`src/rtl/wdog_pkg.sv`:
```
package wdog_pkg;
  typedef enum logic [2:0] {
    A_CTRL = 3'd0,
    A_TMO  = 3'd1,
    A_WIN  = 3'd2,
    A_KEY  = 3'd3,
    A_IRQ  = 3'd4,
    A_CNT  = 3'd5
  } wd_addr_e;

  localparam int CTRL_W = 7;
  localparam int C_EN  = 0;
  localparam int C_SLK = 1;
  localparam int C_HLK = 2;
  localparam int C_SEL = 3;
  localparam int C_WND = 4;
  localparam int C_ITR = 5;
  localparam int C_RIA = 6;

  localparam logic [15:0] SVC_K1 = 16'hA602;
  localparam logic [15:0] SVC_K2 = 16'hB480;
  localparam logic [15:0] UNL_K1 = 16'hC520;
  localparam logic [15:0] UNL_K2 = 16'hD928;
endpackage

```
`src/rtl/wdog_keydet.sv`:
```
module wdog_keydet #(
  parameter int          KW     = 16,
  parameter logic [KW-1:0] FIRST  = '0,
  parameter logic [KW-1:0] SECOND = '0,
  parameter logic [KW-1:0] ALT_A  = '0,
  parameter logic [KW-1:0] ALT_B  = '0
) (
  input  logic          clk,
  input  logic          rst_n,
  input  logic          wr,
  input  logic [KW-1:0] key,
  output logic          hit
);
  logic armed_q, armed_d;

  always_comb begin
    armed_d = armed_q;
    hit     = 1'b0;
    if (wr) begin
      if (key == FIRST) begin
        armed_d = 1'b1;
      end else if (key == SECOND) begin
        hit     = armed_q;
        armed_d = 1'b0;
      end else if (key != ALT_A && key != ALT_B) begin
        armed_d = 1'b0;
      end
    end
  end

  always_ff @(posedge clk or negedge rst_n) begin
    if (!rst_n) armed_q <= 1'b0;
    else        armed_q <= armed_d;
  end

  AST_KEY_DISARM: assert property (@(posedge clk) disable iff (!rst_n)
    hit |=> !armed_q);
endmodule

```
`src/rtl/wdog_count.sv`:
```
module wdog_count #(
  parameter int CW = 32
) (
  input  logic          clk,
  input  logic          rst_n,
  input  logic          run,
  input  logic          tick,
  input  logic          load,
  input  logic [CW-1:0] reload,
  input  logic          itr,
  input  logic          svc,
  output logic [CW-1:0] cnt_q,
  output logic          first_tmo,
  output logic          final_tmo
);
  localparam logic [CW-1:0] ONE = {{(CW-1){1'b0}}, 1'b1};

  logic [CW-1:0] cnt_d;
  logic          stage_q, stage_d;

  always_comb begin
    cnt_d     = cnt_q;
    stage_d   = stage_q;
    first_tmo = 1'b0;
    final_tmo = 1'b0;
    if (!run) stage_d = 1'b0;
    if (load) begin
      cnt_d = reload;
      if (svc) stage_d = 1'b0;
    end else if (run && tick) begin
      if (cnt_q <= ONE) begin
        if (itr && !stage_q) begin
          first_tmo = 1'b1;
          stage_d   = 1'b1;
          cnt_d     = reload;
        end else begin
          final_tmo = 1'b1;
          cnt_d     = '0;
        end
      end else begin
        cnt_d = cnt_q - ONE;
      end
    end
  end

  always_ff @(posedge clk or negedge rst_n) begin
    if (!rst_n) begin
      cnt_q   <= '0;
      stage_q <= 1'b0;
    end else begin
      cnt_q   <= cnt_d;
      stage_q <= stage_d;
    end
  end

  AST_CNT_FROZEN: assert property (@(posedge clk) disable iff (!rst_n)
    (!run && !load) |=> $stable(cnt_q));
  AST_SECOND_AFTER_FIRST: assert property (@(posedge clk) disable iff (!rst_n)
    (final_tmo && itr) |-> stage_q);
endmodule

```
`src/rtl/wdog_keyed.sv`:
```
module wdog_keyed #(
  parameter int            CW       = 32,
  parameter int            KW       = 16,
  parameter logic [CW-1:0] TMO_INIT = {CW{1'b1}}
) (
  input  logic          clk,
  input  logic          rst_n,
  input  logic          tick_a,
  input  logic          tick_b,
  input  logic          reg_wr,
  input  logic [2:0]    reg_addr,
  input  logic [CW-1:0] reg_wdata,
  output logic [CW-1:0] reg_rdata,
  output logic          irq,
  output logic          rst_req,
  output logic          bus_err
);
  import wdog_pkg::*;

  logic [CTRL_W-1:0] ctrl_q, ctrl_d;
  logic [CW-1:0]     tmo_q, tmo_d, win_q, win_d, cnt;
  logic              flag_q, flag_d, rst_q, rst_d, berr_q, berr_d;
  logic              locked, cfg_wr, key_wr, svc_hit, unl_hit;
  logic              en, win_open, svc_ok, svc_bad, en_rise, tick_sel;
  logic              first_tmo, final_tmo;
  logic [KW-1:0]     key;

  assign en       = ctrl_q[C_EN];
  assign locked   = ctrl_q[C_SLK] | ctrl_q[C_HLK];
  assign cfg_wr   = reg_wr && !locked;
  assign key_wr   = reg_wr && (reg_addr == A_KEY);
  assign key      = reg_wdata[KW-1:0];
  assign tick_sel = ctrl_q[C_SEL] ? tick_b : tick_a;
  assign win_open = !ctrl_q[C_WND] || (cnt < win_q);
  assign svc_ok   = svc_hit && en && win_open;
  assign svc_bad  = svc_hit && en && !win_open;

  wdog_keydet #(.KW(KW), .FIRST(SVC_K1), .SECOND(SVC_K2),
                .ALT_A(UNL_K1), .ALT_B(UNL_K2)) u_svc (
    .clk(clk), .rst_n(rst_n), .wr(key_wr), .key(key), .hit(svc_hit));

  wdog_keydet #(.KW(KW), .FIRST(UNL_K1), .SECOND(UNL_K2),
                .ALT_A(SVC_K1), .ALT_B(SVC_K2)) u_unl (
    .clk(clk), .rst_n(rst_n), .wr(key_wr), .key(key), .hit(unl_hit));

  always_comb begin
    ctrl_d = ctrl_q;
    tmo_d  = tmo_q;
    win_d  = win_q;
    if (cfg_wr && reg_addr == A_CTRL) begin
      ctrl_d        = reg_wdata[CTRL_W-1:0];
      ctrl_d[C_HLK] = reg_wdata[C_HLK] | ctrl_q[C_HLK];
    end
    if (cfg_wr && reg_addr == A_TMO) tmo_d = reg_wdata;
    if (cfg_wr && reg_addr == A_WIN) win_d = reg_wdata;
    if (unl_hit) ctrl_d[C_SLK] = 1'b0;
  end

  assign en_rise = ctrl_d[C_EN] & ~ctrl_q[C_EN];

  wdog_count #(.CW(CW)) u_cnt (
    .clk(clk), .rst_n(rst_n), .run(en), .tick(tick_sel),
    .load(en_rise | svc_ok), .reload(tmo_q), .itr(ctrl_q[C_ITR]),
    .svc(svc_ok), .cnt_q(cnt), .first_tmo(first_tmo), .final_tmo(final_tmo));

  always_comb begin
    flag_d = flag_q;
    if (reg_wr && reg_addr == A_IRQ && reg_wdata[0]) flag_d = 1'b0;
    if (first_tmo) flag_d = 1'b1;
    rst_d  = rst_q | final_tmo | (svc_bad & ctrl_q[C_RIA]);
    berr_d = svc_bad & ~ctrl_q[C_RIA];
  end

  always_ff @(posedge clk or negedge rst_n) begin
    if (!rst_n) begin
      ctrl_q <= '0;
      tmo_q  <= TMO_INIT;
      win_q  <= '0;
      flag_q <= 1'b0;
      rst_q  <= 1'b0;
      berr_q <= 1'b0;
    end else begin
      ctrl_q <= ctrl_d;
      tmo_q  <= tmo_d;
      win_q  <= win_d;
      flag_q <= flag_d;
      rst_q  <= rst_d;
      berr_q <= berr_d;
    end
  end

  always_comb begin
    reg_rdata = '0;
    case (reg_addr)
      A_CTRL:  reg_rdata[CTRL_W-1:0] = ctrl_q;
      A_TMO:   reg_rdata = tmo_q;
      A_WIN:   reg_rdata = win_q;
      A_IRQ:   reg_rdata[0] = flag_q;
      A_CNT:   reg_rdata = en ? '0 : cnt;
      default: reg_rdata = '0;
    endcase
  end

  assign irq     = flag_q;
  assign rst_req = rst_q;
  assign bus_err = berr_q;

  AST_HLK_STICKY: assert property (@(posedge clk) disable iff (!rst_n)
    ctrl_q[C_HLK] |=> ctrl_q[C_HLK]);
  AST_LOCK_HOLDS_CFG: assert property (@(posedge clk) disable iff (!rst_n)
    locked |=> ($stable(tmo_q) && $stable(win_q)));
  AST_RST_STICKY: assert property (@(posedge clk) disable iff (!rst_n)
    rst_req |=> rst_req);
  AST_BERR_WINDOW_ONLY: assert property (@(posedge clk) disable iff (!rst_n)
    bus_err |-> ($past(ctrl_q[C_WND]) && !$past(ctrl_q[C_RIA])));
  AST_FLAG_NEEDS_ITR: assert property (@(posedge clk) disable iff (!rst_n)
    $rose(flag_q) |-> $past(ctrl_q[C_ITR]));
endmodule

```
`config.mk`:
```
export PLATFORM = sky130hd
export DESIGN_NAME = wdog_keyed
export DESIGN_NICKNAME = d
export VERILOG_FILES = /design/src/rtl/wdog_pkg.sv /design/src/rtl/wdog_keydet.sv /design/src/rtl/wdog_count.sv /design/src/rtl/wdog_keyed.sv
export SDC_FILE = /design/constraint.sdc
export NUM_CORES = 1
export LEC_CHECK = 0
export CAP_MARGIN = 20
export CORE_MARGIN = 8
export CORE_UTILIZATION = 25
export DETAILED_ROUTE_END_ITERATION = 8
export GPL_ROUTABILITY_DRIVEN = 0
export GPL_TIMING_DRIVEN = 0
export HOLD_SLACK_MARGIN = 0.06
export PLACE_DENSITY = 0.5
export SETUP_SLACK_MARGIN = 0.15
export SLEW_MARGIN = 40
export SYNTH_ARGS = -nofsm -noshare
export SYNTH_HDL_FRONTEND = slang
export SYNTH_SLANG_ARGS = --single-unit
```
`constraint.sdc`:
```
create_clock -name clk -period 3.31 [get_ports clk]
set_input_delay 0.331 -clock clk [delete_from_list [all_inputs] [get_ports clk]]
set_output_delay 0.331 -clock clk [all_outputs]
set_load 0.01 [all_outputs]
```
==> impl_results.md <==
- Status: complete, no violations
- Worst-Skew Late Latency: ~0.36 ns
- MaxCap Viol Count: 0
- Cell taking the most area after synthesis: dfrtp_1
- H-tree depth: 3
- Wire per inst: 19.7 um
- Initial Util: 0.252
- Max FO, Critical Path: 10
- Clock root buffer: clkbuf_16
- Multi-input gate area: roughly 0.0036 sq mm
- Max Buffers Root-to-Sink: 2
- DR vias/cell: 5.19
- Most frequent cells in the layout: 76 x dfrtp_1, 69 x clkdlybuf4s50_1, 67 x mux2_2
- # setup viols final: 0
- RSZ-0062 raised after global routing: false
- Synth unique cells: 60
- Number of global-route vias before repair: 5876
- Starting DRT DRC Count: 432
- Asr flop ratio synth: 1.00
- Fillers: about 2800
- Register bit total from synthesis: around 110
- Routed vias: 5781
- CP Launch Type: flop
- CTS clk-pin slew, worst paths: 0.08 ns
- Syn Nets: around 760
- Commonest non-fill, non-tap cell in the layout: dfrtp_1
- Ports: 75
- Setup TNS: 0 ns
- P per Cell Area: 611 mW/mm^2
- Area grow syn2layout: 23.6%
- Storage cell area: 0.00277 sq mm
- Peak supply drop: ~0.00024 V
- First drt pass iteration count: 5
- Nets@finish: between 800 and 900
- Slew margin rel.: 0.507
- Antenna violations before repair: 0
- Pwr Total: 5.05 mW
- WP data required: 3.56 ns
- Seq/Total Area, Yosys: 0.414
- Pin slew with the least headroom to its limit: 0.740 ns
- CTS Buf Count: 9
- Flop2flop setup slack: 0.25 ns
- IO buf count: between 70 and 80
- Leak: 3.55 nW
- Final Hold Viols: 0
- Detailed placement HPWL: 16.5 mm
- Synthesized area: 0.00669 sq mm
- Largest net degree at the start of global routing: 65
- Hold slack: approximately 0.45 ns
- CP cell instances: ha_1 -> nand2_1 -> o21ai_0 -> a211oi_2 -> o311ai_2 -> a31o_2 -> o21a_1 -> clkbuf_2 -> mux2_2
- Util after Layout: 0.311
- Warnings from Yosys: 0
- Core Region: 0.0266 sq mm
- Clock sinks: 109
- Fin crit period: 3.06 ns
- Syn Inst Count: 682
- Die width: 180 um
- Top cell type's share of synthesized area: 0.288
- Synth Flop Type: dfrtp_1
- Top post-synthesis cells by area: dfrtp_1 29%, dfstp_2 13%, mux2_2 11%, ha_1 6.2%, a222oi_1 3.7%
- Chip Height: 180 um
- Share of cells above drive strength 1: 0.204
- Average size of a mapped cell: 9.80 sq um
- Diodes inserted: 0
- CTS tree: built
- Setup Fix Bufs, Post-CTS: 0
- Die area: 0.0322 sq mm
- Critical path's slowest cell: dfrtp_2
- Post-synth EDFFs: 0
- Worst setup EP type: flop
- DR DRC count: 0
- Grt total ovfl: 0
- First-pass GRT wire length: around 35 mm
- WS Path Type: flop to flop
- Hold Path Class: primary input to async pin
- Final setup skew: 0.0128 ns
- Period utilisation layout: 0.925
- Critical path data arrival time: 3.31 ns
- All-Layer GR Usage: 0.134
- Routed Antenna Nets: 0
- Largest stage delay on the critical path: 0.51 ns
- Final slew viol count: 0
- FP Rows: 60
- FMAX: 0.327 GHz
- Drt total wl: 21.9 mm
[cell usage after synthesis, types with 4 or more instances]
cell and n:
o21ai_0 43, nand2b_1 7, dfrtp_1 77, o31ai_1 10, dfstp_2 32, nand4_1 9, inv_1 65, a32oi_1 5
buf_1 8, buf_2 5, nand2_1 49, or3_1 8, a222oi_1 25, nand4b_1 4, mux2_2 67, o2bb2ai_1 10
nor3_1 18, mux2i_1 13, a21oi_1 38, nand3b_1 4, nor2b_1 6, a31oi_1 4, nor4_1 7, nor2_1 35
clkbuf_1 23, o22ai_1 6, a22o_1 16, nand3_1 11, ha_1 33
[per-stage QoR]
step	std cells	area [sq um]	setup WS, ns
after CTS	1114	8230	0.154
after global routing	1114	8260	0.154
after global placement	1096	7840	-2.55
final	1114	8260	0.247
after detailed placement	1097	7880	-0.873
after floorplan	682	6690	0.822
[repair_timing]
action,4_1_cts,5_1_grt
pin swaps,0,2
gates resized for setup,24,15
hold buffers,1,0
endpoints found under the hold margin,32,0
endpoints found under the setup margin,62,51
[path summary, 6_finish.rpt]
kind                                start              end  cells after the start
min in group clk                  rst_req          rst_req                      2
setup / recovery           u_cnt.cnt_q[2]  u_cnt.cnt_q[15]                      9
setup reg to reg           u_cnt.cnt_q[2]  u_cnt.cnt_q[15]                      9
hold / removal                      rst_n         win_q[2]                      2
max in group asynchronous           rst_n        tmo_q[19]                      3
hold reg to reg                   rst_req          rst_req                      2
[worst max-delay path: cells and delay by family (launching register included)]
family | cells | cell delay (ns)
fa+ha+maj | 1 | 0.32
compound gates | 5 | 1.39
buf+inv | 1 | 0.32
flops | 1 | 0.51
mux | 1 | 0.37
simple gates | 1 | 0.05
[routing by layer]
metal	up-vias	track usage	share of wire
li1	2712	-	-
met1	2908	0.178	0.47
met2	145	0.222	0.47
met3	16	0.0270	0.048
met4	0	0.0283	0.0099
met5	-	0	0
[registers in the layout (all words and copies together), names as in the netlist]
register	cells
tmo_q	32
u_svc.armed_q	1
ctrl_q	7
win_q	32
irq	1
u_cnt.stage_q	1
u_unl.armed_q	1
u_cnt.cnt_q	32
bus_err	1
rst_req	1
[where the power goes]
part           leakage [nW]  total [mW]  switching (mW)  internal [mW]
clock                 0.128        1.05           0.516          0.533
sequential             1.30        2.22           0.458           1.76
combinational          2.12        1.78           0.947          0.829
total                  3.55        5.05            1.92           3.13
[layout make-up]
type / count / area share
Inverter: 65 / 0.0295
Sequential cell: 109 / 0.335
Clock buffer: 11 / 0.0294
Buffer: 37 / 0.0235
Multi-Input combinational cell: 471 / 0.432
Tap cell: 341 / 0.0516
Timing Repair Buffer: 75 / 0.0945
Clock inverter: 5 / 0.00439
[logic make-up after synthesis]
group	after synthesis	share of synthesized area
flip-flops	109	0.414
AND/OR/NAND/NOR	177	0.144
multiplexers	80	0.132
adder cells (fa/ha/maj)	33	0.0618
AO/OA/AOI/OAI	181	0.189
buffers and inverters	102	0.0593
Note: power is estimated with default switching activity, not from simulation.
